## src/rtl/cap3_pkg.sv

```systemverilog
package cap3_pkg;
   typedef enum logic [1:0] {
      EDGE_FALL = 2'b00,
      EDGE_RISE = 2'b01,
      EDGE_BOTH = 2'b10,
      EDGE_OFF  = 2'b11
   } edge_mode_e;
endpackage

```

## src/rtl/cap3_condition.sv

```systemverilog
// Synchronizer followed by an optional stability filter.
module cap3_condition #(
   parameter int SYNC_STAGES = 2,
   parameter bit HAS_FILTER  = 1'b1,
   parameter int FILT_LEN    = 4
) (
   input  logic clk_i,
   input  logic rst_ni,
   input  logic din_i,
   input  logic filt_en_i,
   output logic level_o
);
   logic [SYNC_STAGES-1:0] sync_q;
   logic                   raw;

   always_ff @(posedge clk_i or negedge rst_ni) begin
      if (!rst_ni) sync_q <= '0;
      else         sync_q <= {sync_q[SYNC_STAGES-2:0], din_i};
   end
   assign raw = sync_q[SYNC_STAGES-1];

   generate
      if (HAS_FILTER) begin : g_filt
         localparam int CW = $clog2(FILT_LEN);
         localparam logic [CW-1:0] LAST = CW'(FILT_LEN - 1);
         logic [CW-1:0] run_q;
         logic          filt_q;

         always_ff @(posedge clk_i or negedge rst_ni) begin
            if (!rst_ni) begin
               run_q  <= '0;
               filt_q <= 1'b0;
            end else if (raw == filt_q) begin
               run_q  <= '0;
            end else if (run_q == LAST) begin
               run_q  <= '0;
               filt_q <= raw;
            end else begin
               run_q  <= run_q + 1'b1;
            end
         end
         assign level_o = filt_en_i ? filt_q : raw;

         // Shadow counter: the number of consecutive samples the raw level has held.
         localparam logic [CW:0] SAT = (CW+1)'(FILT_LEN);
         logic          chk_last_q;
         logic [CW:0]   chk_same_q;
         always_ff @(posedge clk_i or negedge rst_ni) begin
            if (!rst_ni) begin
               chk_last_q <= 1'b0;
               chk_same_q <= '0;
            end else begin
               chk_last_q <= raw;
               if (raw != chk_last_q)    chk_same_q <= (CW+1)'(1);
               else if (chk_same_q != SAT) chk_same_q <= chk_same_q + 1'b1;
            end
         end

         // the filtered level moves only after the raw level has held for FILT_LEN samples
         p_filt_hold_r5: assert property (@(posedge clk_i) disable iff (!rst_ni)
            (filt_q != $past(filt_q)) |-> (($past(chk_same_q) >= SAT - 1'b1) && ($past(raw) == filt_q)));
      end else begin : g_nofilt
         assign level_o = raw;
      end
   endgenerate
endmodule

```

## src/rtl/cap3_edge.sv

```systemverilog
// Edge qualifier working on the conditioned level.
module cap3_edge
   import cap3_pkg::*;
(
   input  logic       clk_i,
   input  logic       rst_ni,
   input  logic       level_i,
   input  logic       en_i,
   input  edge_mode_e mode_i,
   output logic       hit_o
);
   logic prev_q;
   logic rise, fall;

   always_ff @(posedge clk_i or negedge rst_ni) begin
      if (!rst_ni) prev_q <= 1'b0;
      else         prev_q <= level_i;
   end

   assign rise = level_i & ~prev_q;
   assign fall = ~level_i & prev_q;

   always_comb begin
      unique case (mode_i)
         EDGE_FALL: hit_o = en_i & fall;
         EDGE_RISE: hit_o = en_i & rise;
         EDGE_BOTH: hit_o = en_i & (rise | fall);
         default:   hit_o = 1'b0;
      endcase
   end

   // the reserved code never qualifies an edge
   p_off_quiet_r3: assert property (@(posedge clk_i) disable iff (!rst_ni)
      (mode_i == EDGE_OFF) |-> !hit_o);
   // a disabled channel never qualifies an edge
   p_dis_quiet_r6: assert property (@(posedge clk_i) disable iff (!rst_ni)
      !en_i |-> !hit_o);
endmodule

```

## src/rtl/cap3_channel.sv

```systemverilog
// One capture channel: pin select, conditioning, edge qualification, storage.
module cap3_channel
   import cap3_pkg::*;
#(
   parameter int NUM_PINS    = 9,
   parameter int SEL_W       = 4,
   parameter int CNT_W       = 16,
   parameter int SYNC_STAGES = 2,
   parameter bit HAS_FILTER  = 1'b1,
   parameter int FILT_LEN    = 4
) (
   input  logic                clk_i,
   input  logic                rst_ni,
   input  logic [NUM_PINS-1:0] pins_i,
   input  logic [SEL_W-1:0]    sel_i,
   input  edge_mode_e          mode_i,
   input  logic                filt_en_i,
   input  logic                en_i,
   input  logic                clr_i,
   input  logic [CNT_W-1:0]    cnt_i,
   output logic                hit_o,
   output logic                flag_o,
   output logic [CNT_W-1:0]    cap_o
);
   logic src;
   logic level;

   always_comb begin
      src = 1'b0;
      for (int p = 0; p < NUM_PINS; p++) begin
         if (sel_i == SEL_W'(p)) src = pins_i[p];
      end
   end

   cap3_condition #(
      .SYNC_STAGES (SYNC_STAGES),
      .HAS_FILTER  (HAS_FILTER),
      .FILT_LEN    (FILT_LEN)
   ) i_cond (
      .clk_i     (clk_i),
      .rst_ni    (rst_ni),
      .din_i     (src),
      .filt_en_i (filt_en_i),
      .level_o   (level)
   );

   cap3_edge i_edge (
      .clk_i   (clk_i),
      .rst_ni  (rst_ni),
      .level_i (level),
      .en_i    (en_i),
      .mode_i  (mode_i),
      .hit_o   (hit_o)
   );

   always_ff @(posedge clk_i or negedge rst_ni) begin
      if (!rst_ni) begin
         flag_o <= 1'b0;
         cap_o  <= '0;
      end else begin
         if (hit_o) begin
            flag_o <= 1'b1;
            cap_o  <= cnt_i;
         end else if (clr_i) begin
            flag_o <= 1'b0;
         end
      end
   end

   // a strobe stores the count seen in the strobe cycle
   p_cap_take_r4: assert property (@(posedge clk_i) disable iff (!rst_ni)
      hit_o |=> (cap_o == $past(cnt_i)));
   // without a strobe the stored count is held
   p_cap_hold_r11: assert property (@(posedge clk_i) disable iff (!rst_ni)
      !hit_o |=> $stable(cap_o));
   // a flag only drops after a clear request
   p_flag_sticky_r7: assert property (@(posedge clk_i) disable iff (!rst_ni)
      (flag_o && !clr_i) |=> flag_o);
   // a capture always leaves the flag set, even against a clear
   p_flag_set_r7: assert property (@(posedge clk_i) disable iff (!rst_ni)
      hit_o |=> flag_o);
endmodule

```

## src/rtl/cap3_capture_front.sv

```systemverilog
// Three-channel capture front end sharing one external counter.
module cap3_capture_front
   import cap3_pkg::*;
#(
   parameter int NUM_CH      = 3,
   parameter int NUM_PINS    = 9,
   parameter int SEL_W       = 4,
   parameter int CNT_W       = 16,
   parameter int SYNC_STAGES = 2,
   parameter bit HAS_FILTER  = 1'b1,
   parameter int FILT_LEN    = 4
) (
   input  logic                      clk_i,
   input  logic                      rst_ni,
   input  logic [NUM_PINS-1:0]       pins_i,
   input  logic [CNT_W-1:0]          timer_cnt_i,
   input  logic [NUM_CH-1:0]         ch_en_i,
   input  logic [NUM_CH-1:0]         ch_filt_en_i,
   input  logic [2*NUM_CH-1:0]       ch_mode_i,
   input  logic [SEL_W*NUM_CH-1:0]   ch_sel_i,
   input  logic [NUM_CH-1:0]         flag_clr_i,
   input  logic                      cap_irq_en_i,
   input  logic                      glb_irq_en_i,
   input  logic                      clr_on_cap_i,
   output logic [NUM_CH-1:0]         cap_strobe_o,
   output logic                      timer_clr_o,
   output logic [NUM_CH-1:0]         flag_o,
   output logic [CNT_W*NUM_CH-1:0]   cap_val_o,
   output logic                      irq_o
);
   generate
      if (NUM_PINS > (1 << SEL_W)) begin : g_bad_sel
         $error("select field too narrow for the pin count");
      end
      if (SYNC_STAGES < 2) begin : g_bad_sync
         $error("at least two synchronizer stages are needed");
      end
      if (HAS_FILTER && FILT_LEN < 2) begin : g_bad_filt
         $error("filter length must be at least 2");
      end
      if (NUM_CH < 1 || CNT_W < 1) begin : g_bad_size
         $error("channel count and counter width must be positive");
      end
   endgenerate

   logic [NUM_CH-1:0] hit;

   for (genvar c = 0; c < NUM_CH; c++) begin : g_ch
      cap3_channel #(
         .NUM_PINS    (NUM_PINS),
         .SEL_W       (SEL_W),
         .CNT_W       (CNT_W),
         .SYNC_STAGES (SYNC_STAGES),
         .HAS_FILTER  (HAS_FILTER),
         .FILT_LEN    (FILT_LEN)
      ) i_chan (
         .clk_i     (clk_i),
         .rst_ni    (rst_ni),
         .pins_i    (pins_i),
         .sel_i     (ch_sel_i[SEL_W*c +: SEL_W]),
         .mode_i    (edge_mode_e'(ch_mode_i[2*c +: 2])),
         .filt_en_i (ch_filt_en_i[c]),
         .en_i      (ch_en_i[c]),
         .clr_i     (flag_clr_i[c]),
         .cnt_i     (timer_cnt_i),
         .hit_o     (hit[c]),
         .flag_o    (flag_o[c]),
         .cap_o     (cap_val_o[CNT_W*c +: CNT_W])
      );
   end

   assign cap_strobe_o = hit;
   assign timer_clr_o  = clr_on_cap_i & (|hit);
   assign irq_o        = cap_irq_en_i & glb_irq_en_i & (|flag_o);

   // a clear request is always backed by a capture landing at the next edge
   p_clr_follows_r9: assert property (@(posedge clk_i) disable iff (!rst_ni)
      timer_clr_o |=> (|flag_o));
   // the interrupt never rises without a flag behind it
   p_irq_src_r8: assert property (@(posedge clk_i) disable iff (!rst_ni)
      irq_o |-> (|flag_o));
endmodule

```

## config.mk

```make
export PLATFORM = sky130hd
export DESIGN_NAME = cap3_capture_front
export DESIGN_NICKNAME = d
export VERILOG_FILES = /design/src/rtl/cap3_pkg.sv /design/src/rtl/cap3_condition.sv /design/src/rtl/cap3_edge.sv /design/src/rtl/cap3_channel.sv /design/src/rtl/cap3_capture_front.sv
export SDC_FILE = /design/constraint.sdc
export NUM_CORES = 1
export LEC_CHECK = 0
export ABC_AREA = 1
export CAP_MARGIN = 10
export CORE_MARGIN = 2
export CORE_UTILIZATION = 36
export DETAILED_ROUTE_END_ITERATION = 8
export DONT_BUFFER_PORTS = 1
export HOLD_SLACK_MARGIN = 0.1
export PLACE_DENSITY = 0.5
export SYNTH_ARGS = -nofsm -noshare
export SYNTH_HDL_FRONTEND = slang
export SYNTH_SLANG_ARGS = --single-unit
```

## constraint.sdc

```tcl
create_clock -name clk_i -period 2.3 [get_ports clk_i]
set_input_delay 0.46 -clock clk_i [delete_from_list [all_inputs] [get_ports clk_i]]
set_output_delay 0.46 -clock clk_i [all_outputs]
set_load 0.01 [all_outputs]
```

### Word level (Yosys, flattened, before mapping)

Cells that the tools add are included.

* bitwise gates (word level): 30
* $mul: 0
* shifts and indexed selects: 0
* div/mod/pow operators: 0
* add/subtract/negate cells: 3
* equal/unequal tests: 36
* magnitude comparators: 0
* reduce and logical (&&, ||, !) cells: 14
* muxes and demuxes: 45

Operators by type and width (number)
* 4-bit by 3-bit equality test with 1-bit output, second input constant: 12
* 1-bit 2-to-1 mux: 36
* 4-bit by 2-bit equality test with 1-bit output, second input constant: 6
* 1-bit AND: 18
* 2-bit equality test, second input constant: 6
* 4-bit by 1-bit equality test with 1-bit output, second input constant: 3
* 4-bit equality test, second input constant: 3
* 4-bit zero test: 3
* 2-bit 2-to-1 mux: 6
* 1-bit NOT: 9
* 1-bit case mux with 3 select lines: 3
* 2-bit by 1-bit adder with 2-bit output, second input constant: 3
* 2-bit by 1-bit equality test with 1-bit output, second input constant: 3
* 2-bit zero test: 3
* 2-bit AND reduction: 3
* 2-bit nonzero test: 3
* 3-bit OR reduction: 2
* 1-bit equality test: 3
* 1-bit bitwise OR: 3

* output and inout port bits: 56
* input port bits: 57
* flip-flop bits (word level): 69
* memories: 0
* memory bits (writable): 0
* memory bits (read-only): 0
* bits in latches: 0

### Logic depth before layout (Yosys ltp)

Gate-level depths: netlist (run 1).

* depth after elaboration: 10
* gate-level depth with buffers: 11
* depth with buffers taken out: 11

### Cells and area by module

From an unflattened synthesis (run 1), not the netlist that was laid out.

* cells, all modules: 428
* area, all modules: 3324.4 sq um

By module, submodules not included
* cap3_channel: area an instance 755.7 sq um, cells each 99, times used 3
* cap3_condition: area an instance 191.4 sq um, cells each 19, times used 3
* cap3_edge: area an instance 150.1 sq um, cells each 22, times used 3
* cap3_capture_front: area an instance 32.5 sq um, cells each 8, times used 1

### Worst setup path after synthesis (run 1)

Ideal clock, no wire load.

* path kind: input -> output
* start: in ch_filt_en_i[0]
* end: out cap_strobe_o[0]
* required time: 1.840 ns
* data arrival time: 1.560 ns
* slack: 0.280 ns
* stages: 9
* cell sequence: o21ai_0 inv_1 ha_1 a21oi_1 nand2_1 nand2_4 buf_6 inv_1 buf_4

* word-level cells in the longest chain between the ends: 6
* elaborated cells between the ends (all ways): 9

Ends and longest elaborated chain
* start: declaration: line cap3_capture_front.sv:18 `input logic [NUM_CH-1:0] ch_filt_en_i,`
* 1-bit 2-to-1 mux (*): line cap3_condition.sv:42 `assign level_o = filt_en_i ? filt_q : raw;`
* net g_ch[0].i_chan.i_cond.level_o: line cap3_condition.sv:11 `output logic level_o`
* 1-bit NOT: line cap3_edge.sv:21 `assign fall = ~level_i & prev_q;`
* 1-bit AND: line cap3_edge.sv:21
* 1-bit bitwise OR: line cap3_edge.sv:27 `EDGE_BOTH: hit_o = en_i & (rise | fall);`
* 1-bit AND: line cap3_edge.sv:27
* 1-bit case mux with 3 select lines (*): line cap3_edge.sv:24 `unique case (mode_i)`
* end: declaration: line cap3_capture_front.sv:25 `output logic [NUM_CH-1:0] cap_strobe_o,`

Mark *: on every way through the listed nets, which the timed path passes. The rest lies on a longest branch.

### Worst setup path after layout (run 1)

* start: reg g_ch[0].i_chan.i_cond.sync_q[1]
* end: out cap_strobe_o[0]

* word-level cells in the longest chain between the ends: 6
* elaborated cells between the ends (all ways): 9

Ends and longest elaborated chain
* start: declaration: line cap3_condition.sv:13 `logic [SYNC_STAGES-1:0] sync_q;`
* start signal: assignment: line cap3_condition.sv:18 `else sync_q <= {sync_q[SYNC_STAGES-2:0], din_i};`
* 1-bit 2-to-1 mux (*): line cap3_condition.sv:42
* net g_ch[0].i_chan.i_cond.level_o: line cap3_condition.sv:11
* 1-bit NOT: line cap3_edge.sv:21
* 1-bit AND: line cap3_edge.sv:21
* 1-bit bitwise OR: line cap3_edge.sv:27
* 1-bit AND: line cap3_edge.sv:27
* 1-bit case mux with 3 select lines (*): line cap3_edge.sv:24

Marked as above.

==> flow_summary.toml, run 1 <==
[drt]
detail_route.first_pass.iterations = 4
wl_per_cell_um = 14.1
routed_wl_um = 7220
vias = 2340
drt_iter0_markers = 57
drc = 0
vias_per_cell = 4.57
final_antenna_net_count = 0

[cts]
cts_tree = "built"
cts_made_buffers = 9
cts_buffer_depth = 2
clock-root-buffer = "clkbuf_8"
htreeDepth = 3
cts_sinks = 69
clkTransAtPathRegs_ns = 0.08
clk_latency_ns = 0.34

[timing]
fmax_mhz = 464
worst_pin_slew_ns = 0.340
slew_headroom = 0.774
skew_ns = 0.0101
setup_ws_ns = 0.147
slew_violations = 0
fin_crit_ns = 2.15
hold_viol = 0
finalSetupViolations = 0
timing.final.crit_share = 0.936

[grt]
grt_pass1_vias = 2348
antenna_found_initial = 0
grt_max_degree = 70
grt-ovfl-total = 0
grt_pass1_wl_um = 11600
grt_usage = 0.144

[finish]
final_cell_mix = "nand2_1 (78), dfrtp_1 (69), inv_1 (64)"
finish.net_count = 453
diodes = 0
finalNonFillerCells = 512
final_common_cell = "nand2_1"
register_area_mm2 = 0.00173
area_growth_pct = 10.5
multi_input_area_mm2 = 0.00137
drive_gt1_frac = 0.277
nFillCells = 943

[power_and_ir_drop]
p_per_area_mw_per_mm2 = 1030
power.leakage_nw = 2.01
peakVddDrop_v = 0.000356

[synth]
synth_nets = 442
synth-seq-cells = 69
yosys_warnings = 0
yosysTopAreaCellShare = 0.496
netlist_area_mm2 = 0.00348
synth.area.top_cells = "dfrtp_1 (50%), o21ai_2 (12%), nand2_1 (8.4%), inv_1 (7.1%), ha_1 (6.5%)"
ys_seq_area_frac = 0.496
synth_top_cell_by_area = "dfrtp_1"
syn_inst = 367
postSynthAreaPerCell_um2 = 9.49
synth.distinct_cells = 23

[critical_path]
worstPathArrival_ns = 1.69
cp_max_fo = 3
cp-start-kind = "register"
endpoint_kind = "output pin"
required_ns = 1.84
worstSetupPathType = "register to output pin"

[job]
drv_cap = 0

[place]
hpwl_um = 5380
place_worst_setup_slack_ns = 0.257
dp_cells = 487
place_congestion = 0.802
io_buffers = 0

[die]
start_util = 0.373
die_w_um = 102
dieArea_mm2 = 0.0105
row_count = 35
dieHeight_um = 102
pin_count = 113
core_area_mm2 = 0.00933

[status]
status = "complete, no violations"

[min_path]
hold_path.class = "input port to register"
synthesized netlist by cell type:
| library cell | instances |
|---|---|
| inv_2 | 1 |
| buf_4 | 6 |
| nand3_1 | 23 |
| nand2_1 | 78 |
| nor2_2 | 2 |
| nand2_2 | 14 |
| o21ai_2 | 48 |
| ha_1 | 18 |
| inv_1 | 66 |
| a21oi_1 | 2 |
| a21oi_2 | 2 |
| dfrtp_1 | 69 |
| clkinv_1 | 1 |
| nor2_1 | 4 |
| buf_6 | 9 |
| nand4_1 | 1 |
| xnor2_1 | 3 |
| o21ai_0 | 6 |
| o21ai_1 | 3 |
| nand2_4 | 3 |
| nand3b_1 | 2 |
| nor3_1 | 5 |
| a31oi_1 | 1 |
metrics by stage:
stage	util	hold WS (ns)	setup TNS, ns	cell area [um2]	power, mW
3_3_place_gp	0.380	0.166	0	3540	2.90
6_report	0.413	0.205	0	3850	3.95
4_1_cts	0.407	0.187	0	3790	3.99
3_5_place_dp	0.380	0.166	0	3540	2.94
2_1_floorplan	-	0.164	0	3480	2.76
5_1_grt	0.413	0.196	-0.00542	3850	4.26
flip-flops by register name, summed over array words and instances (netlist names):
| signal | flops |
|---|---|
| g_ch.i_chan.i_edge.prev_q | 3 |
| g_ch.i_chan.i_cond.g_filt.run_q | 6 |
| g_ch.i_chan.cap_o | 48 |
| g_ch.i_chan.i_cond.g_filt.filt_q | 3 |
| g_ch.i_chan.flag_o | 3 |
| g_ch.i_chan.i_cond.sync_q | 6 |
path summary, 6_finish.rpt:
kind	end	slack, ns	cells past startpoint	startpoint
worst max-delay path	cap_strobe_o[0]	0.15	8	g_ch[0].i_chan.i_cond.sync_q[1]$_DFF_PN0_
worst min-delay path	g_ch[2].i_chan.flag_o$_DFFE_PN0P_	0.21	1	flag_clr_i[2]
worst max register to register	g_ch[2].i_chan.cap_o[9]$_DFFE_PN0P_	0.54	10	g_ch[2].i_chan.i_cond.sync_q[1]$_DFF_PN0_
worst min register to register	g_ch[0].i_chan.i_cond.sync_q[1]$_DFF_PN0_	0.35	0	g_ch[0].i_chan.i_cond.sync_q[0]$_DFF_PN0_
max in group asynchronous	g_ch[0].i_chan.cap_o[8]$_DFFE_PN0P_	1.36	2	rst_ni
min in group asynchronous	g_ch[1].i_chan.cap_o[1]$_DFFE_PN0P_	0.67	2	rst_ni
repair_timing:
item / CTS / global route
hold endpoints to repair: 69 / 0
hold buffers: 2 / 0
gates resized for setup: 3 / 6
pin swaps: 1 / 5
setup endpoints to repair: 1 / 2
setup buffers: 2 / 5
cloned: 0 / 0
where the power goes:
group,total [mW],internal (mW),switching (mW)
Clock,0.980,0.504,0.476
Sequential,2.07,1.62,0.449
Combinational,0.901,0.403,0.498
per-layer routing:
metal  GRT usage  vias to the layer above  part of all wire
met1       0.170                     1091              0.41
met4      0.0523                        0             0.017
met5           0                        -                 0
met2       0.244                       72              0.49
met3      0.0499                       10             0.077
li1            -                     1167                 -
critical path, cell delays in order (launching register included):
cell and delay, ns:
dfrtp_1 0.41, o21ai_2 0.16, inv_1 0.07, ha_1 0.19
a21oi_1 0.14, nand2_1 0.10, nand2_4 0.09, buf_4 0.11
inv_1 0.08
cells by family (layout without fill, tap and decap cells):
family,count (synthesis),in the layout,synth area share
flops,69,69,0.496
xor+xnor,3,3,0.00755
simple gates,132,132,0.173
fa+ha+maj,18,18,0.0647
buf+inv,83,99,0.115
compound gates,62,62,0.143
layout make-up:
cell class | instances | area share
Tap cell | 129 | 0.0419
Clock buffer | 9 | 0.0322
Inverter | 68 | 0.0663
Clock inverter | 7 | 0.0198
Multi-Input combinational cell | 215 | 0.356
Sequential cell | 69 | 0.449
Timing Repair Buffer | 15 | 0.0351
(Power assumes the default switching activity.)
==> run 2: changes to the inputs <==
==> constraint.sdc (replaced) <==
create_clock -name clk_i -period 2.3 [get_ports clk_i]
set_input_delay 0.46 -clock clk_i [delete_from_list [all_inputs] [get_ports clk_i]]
set_output_delay 0.46 -clock clk_i [all_outputs]
set_load 0.005 [all_outputs]
==> flow_summary.toml, run 2 (same netlist as run 1, synthesis figures left out) <==
[power_and_ir_drop]
p_per_area_mw_per_mm2 = 1040
power_mw = 4.10
seqPwrFrac = 0.474
comb_power_share = 0.218
p_int_mw = 2.80
peakVddDrop_v = 0.000356
power.leakage_nw = 2.05
switching_share = 0.316
netSwitchingPower_mw = 1.30
pwr-share-clk = 0.307

[job]
drv_cap = 0

[drt]
vias = 2364
detail_route.first_pass.iterations = 4
drt_iter0_markers = 69
vias_per_cell = 4.60
wl_per_cell_um = 14.0
drc = 0
routed_wl_um = 7180
final_antenna_net_count = 0

[timing]
setup_ws_ns = 0.139
worst_pin_slew_ns = 0.406
timing.final.crit_share = 0.940
fin_crit_ns = 2.16
slew_headroom = 0.729
skew_ns = 0.0122
finalSetupViolations = 0
fmax_mhz = 463
tns_ns = 0
whs_ns = 0.198
hold_viol = 0
slew_violations = 0

[cts]
htreeDepth = 3
cts_tree = "built"
cts_buffer_depth = 2
cts_made_buffers = 9
clock-root-buffer = "clkbuf_8"
cts_sinks = 69
clkTransAtPathRegs_ns = 0.08
clk_latency_ns = 0.35

[min_path]
hold_path.class = "input port to register"

[die]
dieArea_mm2 = 0.0105
pin_count = 113
row_count = 35
core_area_mm2 = 0.00933
start_util = 0.373
dieHeight_um = 102
die_w_um = 102

[critical_path]
worstSetupPathType = "register to output pin"
cp-start-kind = "register"
endpoint_kind = "output pin"
required_ns = 1.84
cp_max_fo = 4
worstPathArrival_ns = 1.70

[finish]
diodes = 0
design_area_mm2 = 0.00393
drive_gt1_frac = 0.283
largest_reg_flops = 48
finalNonFillerCells = 514
area_growth_pct = 12.8
regMostFlops = "g_ch.i_chan.cap_o"
finish.utilization = 0.421
final_common_cell = "nand2_1"
top_regs = "g_ch.i_chan.cap_o x48, g_ch.i_chan.i_cond.g_filt.run_q x6, g_ch.i_chan.i_cond.sync_q x6"
final_cell_mix = "nand2_1 (78), dfrtp_1 (69), inv_1 (65)"
finish.net_count = 455
nFillCells = 927

[place]
placed_cell_area_mm2 = 0.00353
io_buffers = 0
hpwl_um = 5150
place_worst_setup_slack_ns = 0.236
dp_cells = 486
place_congestion = 0.810

[grt]
grt_max_degree = 70
grt_usage = 0.141
antenna_found_initial = 0
grt_pass1_vias = 2294
grt-ovfl-total = 0
grt_pass1_wl_um = 11200

[status]
status = "complete, no violations"
==> run 2: cell count changes in the layout (fill, tap and decap cells not counted), sizes merged <==
| cell | before | now |
|---|---|---|
| buf | 14 | 16 |
| bufinv | 1 | 3 |
| clkbuf | 9 | 11 |
| clkinv | 5 | 2 |
| clkinvlp | 2 | 1 |
==> run 2: cell type report <==
| type | instances | area [um2] | share of cell area |
|---|---|---|---|
| flip-flops and latches | 69 | 1730 | 0.439 |
| multi-input cells | 215 | 1380 | 0.351 |
| inverters | 68 | 255 | 0.0650 |
| well taps | 129 | 161 | 0.0411 |
| clock buffers | 11 | 151 | 0.0385 |
| repair buffers | 17 | 150 | 0.0382 |
| clock inverters | 5 | 106 | 0.0271 |
==> run 2: per-layer routing <==
layer | GRT usage | vias up | wire length, um
met5 | 0 | - | 0
met4 | 0.0564 | 0 | 113
met3 | 0.0595 | 9 | 609
met2 | 0.216 | 75 | 3330
met1 | 0.178 | 1111 | 3120
li1 | - | 1169 | -
==> run 2: path summary, 6_finish.rpt <==
check,start,end,slack (ns),depth (start not counted)
setup / recovery,g_ch[1].i_chan.i_cond.sync_q[1]$_DFF_PN0_,timer_clr_o,0.14,9
hold / removal,flag_clr_i[1],g_ch[1].i_chan.flag_o$_DFFE_PN0P_,0.20,1
setup reg to reg,g_ch[0].i_chan.i_cond.sync_q[1]$_DFF_PN0_,g_ch[0].i_chan.cap_o[10]$_DFFE_PN0P_,0.35,11
hold reg to reg,g_ch[2].i_chan.i_cond.sync_q[0]$_DFF_PN0_,g_ch[2].i_chan.i_cond.sync_q[1]$_DFF_PN0_,0.35,0
max in group asynchronous,rst_ni,g_ch[2].i_chan.cap_o[13]$_DFFE_PN0P_,1.35,2
min in group asynchronous,rst_ni,g_ch[1].i_chan.cap_o[1]$_DFFE_PN0P_,0.65,2
==> run 2: power groups by stage <==
stage	sequential [mW]	clock (mW)	combinational (mW)
3_5_place_dp	1.98	0	0.822
4_1_cts	1.96	1.30	0.868
6_report	1.94	1.26	0.895
3_3_place_gp	1.98	0	0.796
2_1_floorplan	1.88	0	0.753
5_1_grt	2.00	1.37	1.04
==> run 2: repair_timing <==
item                       CTS  global route
pin swaps                    2             4
resized for setup            3             7
buffers inserted             3             7
hold endpoints to repair    69             0
hold buffers                 2             0
setup endpoints to repair    1             2
==> run 2: worst max-delay path: stages (launching register included) <==
cell     delay, ns
dfrtp_1       0.42
o21ai_2       0.17
inv_1         0.07
ha_1          0.20
a21oi_2       0.11
nand2_1       0.09
nand2_4       0.10
nand3_1       0.09
nand2_1       0.07
inv_1         0.04
==> run 3: changes to the inputs <==
--- a/config.mk
+++ b/config.mk
@@ -6,7 +6,7 @@
 export NUM_CORES = 1
 export LEC_CHECK = 0
 export ABC_AREA = 1
-export CAP_MARGIN = 10
+export CAP_MARGIN = 20
 export CORE_MARGIN = 2
 export CORE_UTILIZATION = 36
 export DETAILED_ROUTE_END_ITERATION = 8
==> constraint.sdc (replaced) <==
create_clock -name clk_i -period 2.2 [get_ports clk_i]
set_input_delay 0.44 -clock clk_i [delete_from_list [all_inputs] [get_ports clk_i]]
set_output_delay 0.44 -clock clk_i [all_outputs]
set_load 0.005 [all_outputs]
==> flow_summary.toml, run 3 (same netlist as run 1, synthesis figures left out) <==
[timing]
slew_headroom = 0.750
finalSetupViolations = 0
whs_ns = 0.180
fmax_mhz = 479
setup_ws_ns = 0.114
worst_pin_slew_ns = 0.375
tns_ns = 0
fin_crit_ns = 2.09
timing.final.crit_share = 0.948
skew_ns = 0.0102
hold_viol = 0
slew_violations = 0

[grt]
grt_pass1_vias = 2328
grt_pass1_wl_um = 11700
grt_max_degree = 70
grt_usage = 0.147
grt-ovfl-total = 0
antenna_found_initial = 0

[finish]
area_growth_pct = 14.5
nFillCells = 963
largest_reg_flops = 48
multi_input_area_mm2 = 0.00139
regMostFlops = "g_ch.i_chan.cap_o"
finish.net_count = 461
drive_gt1_frac = 0.312
register_area_mm2 = 0.00173
final_cell_mix = "nand2_1 (76), dfrtp_1 (69), inv_1 (62)"
finalNonFillerCells = 520
diodes = 0
design_area_mm2 = 0.00399
final_common_cell = "nand2_1"
top_regs = "g_ch.i_chan.cap_o x48, g_ch.i_chan.i_cond.g_filt.run_q x6, g_ch.i_chan.i_cond.sync_q x6"
finish.utilization = 0.427

[place]
place_congestion = 0.799
hpwl_um = 5330
placed_cell_area_mm2 = 0.00355
io_buffers = 0
dp_cells = 488
place_worst_setup_slack_ns = 0.237

[cts]
cts_buffer_depth = 2
cts_made_buffers = 9
clk_latency_ns = 0.34
cts_sinks = 69
htreeDepth = 3
cts_tree = "built"
clkTransAtPathRegs_ns = 0.08
clock-root-buffer = "clkbuf_8"

[drt]
final_antenna_net_count = 0
drc = 0
vias_per_cell = 4.51
vias = 2346
drt_iter0_markers = 46
routed_wl_um = 7510
wl_per_cell_um = 14.4
detail_route.first_pass.iterations = 4

[power_and_ir_drop]
p_per_area_mw_per_mm2 = 1050
power_mw = 4.20
p_int_mw = 2.85
pwr-share-clk = 0.281
switching_share = 0.322
peakVddDrop_v = 0.000363
seqPwrFrac = 0.485
power.leakage_nw = 2.07
netSwitchingPower_mw = 1.35
comb_power_share = 0.233

[critical_path]
r2r_cells = 11
worstPathArrival_ns = 1.65
required_ns = 1.76
crit_start = "g_ch[0].i_chan.i_cond.sync_q[1]$_DFF_PN0_"
cp-start-kind = "register"
r2r-end = "g_ch[0].i_chan.cap_o[15]$_DFFE_PN0P_"
worstSetupPathType = "register to output pin"
endpoint_kind = "output pin"
timing.rr.start = "g_ch[0].i_chan.i_cond.sync_q[1]$_DFF_PN0_"
reg2reg_slack_ns = 0.20
cp_max_fo = 3

[die]
dieArea_mm2 = 0.0105
row_count = 35
die_w_um = 102
pin_count = 113
dieHeight_um = 102
core_area_mm2 = 0.00933
start_util = 0.373

[min_path]
hold_end = "g_ch[1].i_chan.flag_o$_DFFE_PN0P_"
min_path_cells = 1
hold_path.class = "input port to register"
hp-start = "flag_clr_i[1]"

[status]
status = "complete, no violations"

[job]
drv_cap = 0
[run 3: cell types whose count changed in the layout (fill, tap and decap cells not counted), sizes merged]
| cell | change |
|---|---|
| buf | +6 |
| clkinvlp | +2 |
| bufinv | -1 |
| clkinv | -1 |
[run 3: layout make-up]
cell class / count / share of cell area
Clock buffer: 11 / 0.0380
Clock inverter: 5 / 0.0207
Inverter: 68 / 0.0640
Multi-Input combinational cell: 215 / 0.348
Sequential cell: 69 / 0.433
Tap cell: 129 / 0.0405
Timing Repair Buffer: 23 / 0.0552
[run 3: worst max path at each step]
stage | endpoint | slack (ns) | cells after the start
6_report | timer_clr_o | 0.11 | 9
5_1_grt | timer_clr_o | -0.04 | 11
4_1_cts | timer_clr_o | 0.02 | 9
3_5_place_dp | timer_clr_o | 0.24 | 9
3_3_place_gp | timer_clr_o | 0.22 | 9
2_1_floorplan | cap_strobe_o[0] | 0.23 | 9
[run 3: routing by layer]
layer | part of all wire | GRT usage | vias up
met5 | 0 | 0 | -
met4 | 0.016 | 0.0472 | 0
met3 | 0.077 | 0.0636 | 10
met2 | 0.49 | 0.240 | 67
met1 | 0.41 | 0.176 | 1091
li1 | - | - | 1178
[run 3: worst max-delay path, cell delays in order, from the launching register on]
cell     delay, ns
dfrtp_1       0.41
o21ai_2       0.19
inv_2         0.06
ha_2          0.18
a21oi_1       0.15
nand2_2       0.08
nand2_4       0.08
nand3_2       0.07
nand2_1       0.06
inv_1         0.04
[run 3: what timing repair did]
item,CTS,global route
gates resized for setup,6,11
pin swaps,5,8
hold buffers,2,0
hold endpoints to repair,69,0
buffers inserted,9,5
endpoints found under the setup margin,2,16
[run 3: power groups by stage]
stage | clock (mW) | sequential, mW | combinational (mW)
after global placement | 0 | 2.07 | 0.836
after detailed placement | 0 | 2.08 | 0.863
after global routing | 1.29 | 2.10 | 1.13
after floorplan | 0 | 1.96 | 0.788
final | 1.18 | 2.04 | 0.980
after CTS | 1.23 | 2.05 | 0.963
